File: src/rtl/xreg_guard_pkg.sv
// Shared constants, types and helpers for the extended register guard.
// Assumes an 8-bit data path and a {space,index} address of SW+IW bits.
package xreg_guard_pkg;
    localparam int DW = 8;
    localparam int IW = 6;
    localparam int SW = 2;
    localparam int AW = SW + IW;
    localparam int NLOCK = 5;

    localparam logic [SW-1:0] SP_SEQ = 2'd0;
    localparam logic [SW-1:0] SP_GFX = 2'd1;
    localparam logic [SW-1:0] SP_CRT = 2'd2;
    localparam logic [SW-1:0] SP_MSC = 2'd3;

    localparam logic [2:0] KEY_OPEN = 3'd5;

    // lock register slots and their addresses
    localparam int SL_KEY_A = 0;
    localparam int SL_TIM   = 1;
    localparam int SL_VID   = 2;
    localparam int SL_KEY_B = 3;
    localparam int SL_SW    = 4;
    localparam logic [AW-1:0] LOCK_ADR [NLOCK] = '{
        {SP_GFX, 6'h0F}, {SP_GFX, 6'h0D}, {SP_GFX, 6'h0E},
        {SP_CRT, 6'h29}, {SP_CRT, 6'h2A}};

    typedef struct packed {
        logic [2:0] a_code;
        logic       a_rprot;
        logic [2:0] b_code;
        logic       b_rdis;
        logic       b_ren;
        logic       h_lk;
        logic       v_lk;
        logic       hp_lk;
        logic       vp_lk;
        logic       dot_lk;
        logic       scr_lk;
        logic       compat;
    } lock_fields_t;

    function automatic logic [DW-1:0] merge(logic [DW-1:0] old_v,
                                            logic [DW-1:0] new_v,
                                            logic [DW-1:0] msk);
        return (old_v & ~msk) | (new_v & msk);
    endfunction

    function automatic logic in_grp_a(logic [AW-1:0] a);
        return a >= {SP_GFX, 6'h09} && a <= {SP_GFX, 6'h0E};
    endfunction

    function automatic logic in_grp_b(logic [AW-1:0] a);
        return a >= {SP_CRT, 6'h2A} && a <= {SP_CRT, 6'h30};
    endfunction

    function automatic logic in_vert(logic [AW-1:0] a);
        return a == {SP_CRT, 6'h06} || a == {SP_CRT, 6'h07} ||
               a == {SP_CRT, 6'h10} || a == {SP_CRT, 6'h11} ||
               a == {SP_CRT, 6'h12} || a == {SP_CRT, 6'h15} ||
               a == {SP_CRT, 6'h16};
    endfunction
endpackage

File: src/rtl/xreg_guard_locks.sv
// Holds the key and lock registers and decodes their fields.
// Assumes the caller has already qualified wr_en and wmask.
module xreg_guard_locks
    import xreg_guard_pkg::*;
(
    input  logic          clk,
    input  logic          rst_n,
    input  logic          wr_en,
    input  logic [AW-1:0] addr,
    input  logic [DW-1:0] wdata,
    input  logic [DW-1:0] wmask,
    output lock_fields_t  lk,
    output logic          hit,
    output logic [DW-1:0] hit_val
);
    logic [NLOCK-1:0][DW-1:0] lock_q;

    for (genvar g = 0; g < NLOCK; g++) begin : g_slot
        // one lock register, masked update on an address match
        always_ff @(posedge clk) begin
            if (!rst_n)
                lock_q[g] <= '0;
            else if (wr_en && addr == LOCK_ADR[g])
                lock_q[g] <= merge(lock_q[g], wdata, wmask);
        end
    end

    // readback mux over the lock registers
    always_comb begin
        hit     = 1'b0;
        hit_val = '0;
        for (int i = 0; i < NLOCK; i++) begin
            if (addr == LOCK_ADR[i]) begin
                hit     = 1'b1;
                hit_val = lock_q[i];
            end
        end
    end

    // field decode for the policy
    always_comb begin
        lk.a_code  = lock_q[SL_KEY_A][2:0];
        lk.a_rprot = lock_q[SL_KEY_A][4];
        lk.b_code  = lock_q[SL_KEY_B][2:0];
        lk.b_rdis  = lock_q[SL_KEY_B][3];
        lk.b_ren   = lock_q[SL_KEY_B][7];
        lk.v_lk    = lock_q[SL_TIM][0];
        lk.h_lk    = lock_q[SL_TIM][5];
        lk.hp_lk   = lock_q[SL_TIM][6];
        lk.vp_lk   = lock_q[SL_TIM][7];
        lk.compat  = lock_q[SL_VID][1];
        lk.dot_lk  = lock_q[SL_SW][0];
        lk.scr_lk  = lock_q[SL_SW][1];
    end
endmodule

File: src/rtl/xreg_guard_policy.sv
// Combinational access policy: per-bit write mask and read permission.
// Assumes lock fields reflect state before the current access commits.
module xreg_guard_policy
    import xreg_guard_pkg::*;
(
    input  logic          req_valid,
    input  logic          req_write,
    input  logic [AW-1:0] addr,
    input  lock_fields_t  lk,
    output logic          wr_en,
    output logic [DW-1:0] wr_mask,
    output logic          rd_en
);
    logic a_open, b_open, readable;

    // key comparisons
    always_comb begin
        a_open = lk.a_code == KEY_OPEN;
        b_open = lk.b_code == KEY_OPEN;
    end

    // per-bit write mask from field locks and group keys
    always_comb begin
        wr_mask = '1;
        if (addr == {SP_SEQ, 6'h01}) begin
            if (lk.dot_lk) wr_mask[0]   = 1'b0;
            if (lk.scr_lk) wr_mask[5:2] = '0;
        end
        if (addr == {SP_SEQ, 6'h03} && lk.scr_lk) wr_mask[5:0] = '0;
        if (addr == {SP_GFX, 6'h05} && lk.scr_lk) wr_mask[6:5] = '0;
        if (addr <= {SP_CRT, 6'h05} && addr >= {SP_CRT, 6'h00} && lk.h_lk)
            wr_mask = '0;
        if (in_vert(addr) && lk.v_lk) wr_mask = '0;
        if (addr == {SP_MSC, 6'h00}) begin
            if (lk.hp_lk) wr_mask[6] = 1'b0;
            if (lk.vp_lk) wr_mask[7] = 1'b0;
        end
        if (in_grp_a(addr) && !a_open) wr_mask = '0;
        if (in_grp_b(addr) && !b_open) wr_mask = '0;
    end

    // read permission
    always_comb begin
        readable = 1'b1;
        if (in_grp_a(addr) && (lk.a_rprot || lk.compat)) readable = 1'b0;
        if (in_grp_b(addr) && !(lk.b_ren && !lk.b_rdis)) readable = 1'b0;
        if (addr >= {SP_CRT, 6'h00} && addr <= {SP_CRT, 6'h17} && lk.compat)
            readable = 1'b0;
        if (addr == {SP_MSC, 6'h00} && lk.compat) readable = 1'b0;
    end

    // final qualifiers
    always_comb begin
        wr_en = req_valid && req_write && (wr_mask != '0);
        rd_en = req_valid && !req_write && readable;
    end
endmodule

File: src/rtl/xreg_guard_store.sv
// Model register file for the protected registers, written under mask.
// Assumes one access per cycle; read is asynchronous on the address.
module xreg_guard_store
    import xreg_guard_pkg::*;
#(
    parameter int DEPTH = 1 << AW
) (
    input  logic          clk,
    input  logic          rst_n,
    input  logic          wr_en,
    input  logic [AW-1:0] addr,
    input  logic [DW-1:0] wdata,
    input  logic [DW-1:0] wmask,
    output logic [DW-1:0] rd_val
);
    logic [DW-1:0] mem [DEPTH];

    // masked storage update
    always_ff @(posedge clk) begin
        if (!rst_n) begin
            for (int i = 0; i < DEPTH; i++) mem[i] <= '0;
        end else if (wr_en) begin
            mem[addr] <= merge(mem[addr], wdata, wmask);
        end
    end

    // asynchronous read port
    always_comb rd_val = mem[addr];
endmodule

File: src/rtl/xreg_guard.sv
// Top: gates indexed host accesses to extended and standard registers.
// Qualifiers are same-cycle; read data is registered one cycle later.
module xreg_guard
    import xreg_guard_pkg::*;
(
    input  logic          clk,
    input  logic          rst_n,
    input  logic          req_valid,
    input  logic          req_write,
    input  logic [SW-1:0] req_space,
    input  logic [IW-1:0] req_index,
    input  logic [DW-1:0] req_wdata,
    output logic          wr_en,
    output logic [DW-1:0] wr_mask,
    output logic          rd_en,
    output logic          rsp_valid,
    output logic [DW-1:0] rsp_rdata
);
    logic [AW-1:0] addr;
    lock_fields_t  lk;
    logic          lock_hit;
    logic [DW-1:0] lock_val, store_val, rd_val;

    // flat register address
    always_comb addr = {req_space, req_index};

    xreg_guard_locks u_locks (
        .clk(clk), .rst_n(rst_n), .wr_en(wr_en), .addr(addr),
        .wdata(req_wdata), .wmask(wr_mask), .lk(lk),
        .hit(lock_hit), .hit_val(lock_val));

    xreg_guard_policy u_policy (
        .req_valid(req_valid), .req_write(req_write), .addr(addr), .lk(lk),
        .wr_en(wr_en), .wr_mask(wr_mask), .rd_en(rd_en));

    xreg_guard_store u_store (
        .clk(clk), .rst_n(rst_n), .wr_en(wr_en), .addr(addr),
        .wdata(req_wdata), .wmask(wr_mask), .rd_val(store_val));

    // source select for read data
    always_comb rd_val = lock_hit ? lock_val : store_val;

    // read response register, all-ones when refused
    always_ff @(posedge clk) begin
        if (!rst_n) begin
            rsp_valid <= 1'b0;
            rsp_rdata <= '0;
        end else begin
            rsp_valid <= req_valid && !req_write;
            rsp_rdata <= rd_en ? rd_val : '1;
        end
    end
endmodule

File: config.mk
export PLATFORM = sky130hd
export DESIGN_NAME = xreg_guard
export DESIGN_NICKNAME = d
export VERILOG_FILES = /design/src/rtl/xreg_guard_pkg.sv /design/src/rtl/xreg_guard_locks.sv /design/src/rtl/xreg_guard_policy.sv /design/src/rtl/xreg_guard_store.sv /design/src/rtl/xreg_guard.sv
export SDC_FILE = /design/constraint.sdc
export NUM_CORES = 2
export LEC_CHECK = 0
export BUFFER_PORTS_ARGS = -buffer_cell sky130_fd_sc_hd__buf_2
export CORE_MARGIN = 4
export CORE_UTILIZATION = 34
export DETAILED_ROUTE_END_ITERATION = 10
export PLACE_DENSITY_LB_ADDON = 0.3
export SYNTH_ARGS = -nofsm -noshare
export SYNTH_HDL_FRONTEND = slang
export SYNTH_SLANG_ARGS = --single-unit
export TNS_END_PERCENT = 10
File: constraint.sdc
create_clock -name clk -period 4.4 [get_ports clk]
set_input_delay 0.66 -clock clk [delete_from_list [all_inputs] [get_ports clk]]
set_output_delay 0.66 -clock clk [all_outputs]
set_load 0.03 [all_outputs]
==> impl_metrics.py <==
metrics = {
    "outcome": {
        "status": "finished clean",
    },
    "clocking": {
        "cts_buffers": 218,
        "cts_buffer_depth": 3,
        "cts-root-buf": "clkbuf_16",
        "clock_sinks": 2097,
        "cts.clk_slew.worst_paths_ns": 0.07,
        "cts-resized-gates": 0,
        "htree_levels": 4,
        "hold_buffers": 0,
        "cts_tree": "built",
        "clock_latency_ns": 0.88,
        "cts_setup_buffers": 0,
    },
    "global_routing": {
        "antenna_found_initial": 13,
        "grt_pass1_vias": 59534,
        "grt_overflow": 0,
        "grt_first_pass_wirelength_mm": 437.2,
        "grt_start_max_net_pins": 146,
        "grt_use_total_pct": 21.53,
    },
    "die": {
        "initial_core_util_pct": 34.25,
        "core-area_um2": 268900,
        "fp.dieW_um": 528.4,
        "dieArea_um2": 279200,
        "ios": 39,
        "core.rowCount": 190,
        "dieHeight_um": 528.4,
    },
    "critical_path": {
        "reg2reg_from": "u_store.mem[111][6]",
        "path_buf_inv": 5,
        "crit_top_cell": "buf_2",
        "crit_slowest_cell": "nand4b_1",
        "path_class": "primary input to output pin",
        "required_ns": 3.74,
        "path_max_fanout": 19,
        "cp-end-kind": "output pin",
        "crit_path_start": "req_space[1]",
        "critical-path-top-delay-family": "buffers and inverters",
        "path_depth": 10,
        "ff2ff_path_depth": 9,
        "cp.arrival_ns": 3.52,
        "slowest_delay_ns": 0.63,
        "cp_cell_sequence": "buf_2 -> buf_12 -> nand4b_1 -> o22ai_1 -> a32oi_1 -> nand3_1 -> buf_4 -> a41o_1 -> inv_1 -> buf_2",
        "startpoint_type": "primary input",
    },
    "synth": {
        "synth_cell_types": 76,
        "ys.flop_type": "edfxtp_1",
        "netlist_instances": 6668,
        "seq_area_frac_synth_pct": 67.85,
        "syn_area_per_cell_um2": 13.81,
        "async_reset_ff_share_pct": 0,
        "syn_area_um2": 92080,
        "ys_seq_elements": 2097,
        "synth_top_area_share_pct": 66.79,
        "synth_area_leaders": "edfxtp_1, mux4_2, nor2_1",
        "synth_nets": 6688,
        "yosys_warnings": 0,
        "synth_top_area_cell": "edfxtp_1",
        "synth_edf_count": 2048,
    },
    "pwr": {
        "peakVddDrop_v": 0.0004323,
        "powerDensity_nw_per_um2": 411.2,
        "p_leak_nw": 39.69,
    },
    "route": {
        "drc": 0,
        "vias": 60933,
        "postRouteAntennaNets": 0,
        "routed_wl_mm": 305.8,
        "via_per_inst": 5.612,
        "first_pass_iters": 6,
        "wire_per_inst_um": 28.16,
        "drt_iter0_drc": 8650,
    },
    "sta": {
        "max_slew_margin_pct": 7.776,
        "hold_ws_ns": 0.1196,
        "max_freq_mhz": 239.3,
        "rsz0062_at_grt": "false",
        "hold_viol": 0,
        "finalCritPeriodShare_pct": 94.97,
        "period_needed_ns": 4.178,
        "slew_viol_final": 0,
        "setup_ws_ns": 0.2215,
        "fin_worst_skew_ns": 0.05948,
        "worst_pin_slew_ns": 1.372,
        "finalSetupViolations": 0,
    },
    "cells_and_area": {
        "multi_input_area_um2": 27190,
        "final_cell_area_um2": 108200,
        "stdcell_count": 10857,
        "nets": 7143,
        "layout_commonest_cell": "nor2_1",
        "ff_latch_area_um2": 62480,
        "drive_above_1_share_pct": 21.65,
        "final_cell_mix": "nor2_1, edfxtp_1, nand2_1",
        "fillers": 24699,
        "area_delta_synth_final_pct": 17.50,
    },
    "placed_design": {
        "numPortBuffers": 38,
        "placed_cell_area_um2": 101100,
        "place.gp.congestion": 0.9081,
        "preCtsSetupSlack_ns": -0.2577,
        "dp_hpwl_mm": 207.5,
        "place_inst": 10455,
    },
    "worst_hold_path": {
        "min_path_type": "primary input to flip-flop",
        "min_from": "req_wdata[1]",
        "hold_depth": 3,
    },
    "job": {
        "cap_violations": 0,
    },
}
## Yosys cell counts (25+ instances only)
cell type and count:
clkbuf_1 183, mux4_2 460, mux2i_1 168, a21oi_1 70, buf_2 225, edfxtp_1 2048
o21ai_0 26, nand4_1 29, a22o_1 28, a22oi_1 141, dfxtp_1 49, buf_1 29
nand2_1 613, nor2_1 2160, nand3_1 69, buf_4 63, nor3_1 25
## report_power, final
part           internal, mW  switching, mW
combinational          1.11           2.33
clock                  10.5           8.02
sequential             22.3          0.139
total                  34.0           10.5
## state kept, by name, indices dropped and copies added (netlist names), named ones only
name and cells:
rsp_rdata 8, u_store.mem 2048, rsp_valid 1
## cell type report
cell class / count / share of cell area [%]
diodes: 3 / 0.006939
well taps: 3552 / 4.108
repair buffers: 753 / 6.399
clock buffers: 274 / 5.314
inverters: 9 / 0.03354
clock inverters: 125 / 1.257
flip-flops and latches: 2097 / 57.75
multi-input cells: 4044 / 25.13
## worst paths after layout
| path | to | slack, ns |
|---|---|---|
| max | wr_mask[1] | 0.22 |
| min | flip-flop | 0.12 |
| max reg2reg | rsp_rdata[6] | 0.72 |
| min reg2reg | flip-flop | 0.45 |
## worst min-delay path: stages
cell and delay (ns):
buf_2 0.16, nand2_1 0.07, a21oi_1 0.06
## layer usage
layer	vias up	GRT usage [%]	part of all wire [%]
li1	25422	-	-
met4	4	7.924	4.1
met3	544	5.176	11
met5	-	0	0.015
met1	31562	29.37	39
met2	3401	33.50	46
## metrics by stage
stage,TNS [ns],power [mW],util [%]
after global placement,-53.15,26.27,37.59
after detailed placement,-58.89,26.31,37.59
final,0,44.49,40.24
after CTS,0,44.68,40.24
after floorplan,0,24.66,-
after global routing,0,45.68,40.24
## cells by family after synthesis
kind of cell / count (synthesis) / share of synthesized area, %
buf+inv: 527 / 2.857
mux: 644 / 13.27
simple gates: 3016 / 13.03
compound gates: 384 / 2.985
flops: 2097 / 67.85
No activity file was read; power rests on OpenSTA's default activity.
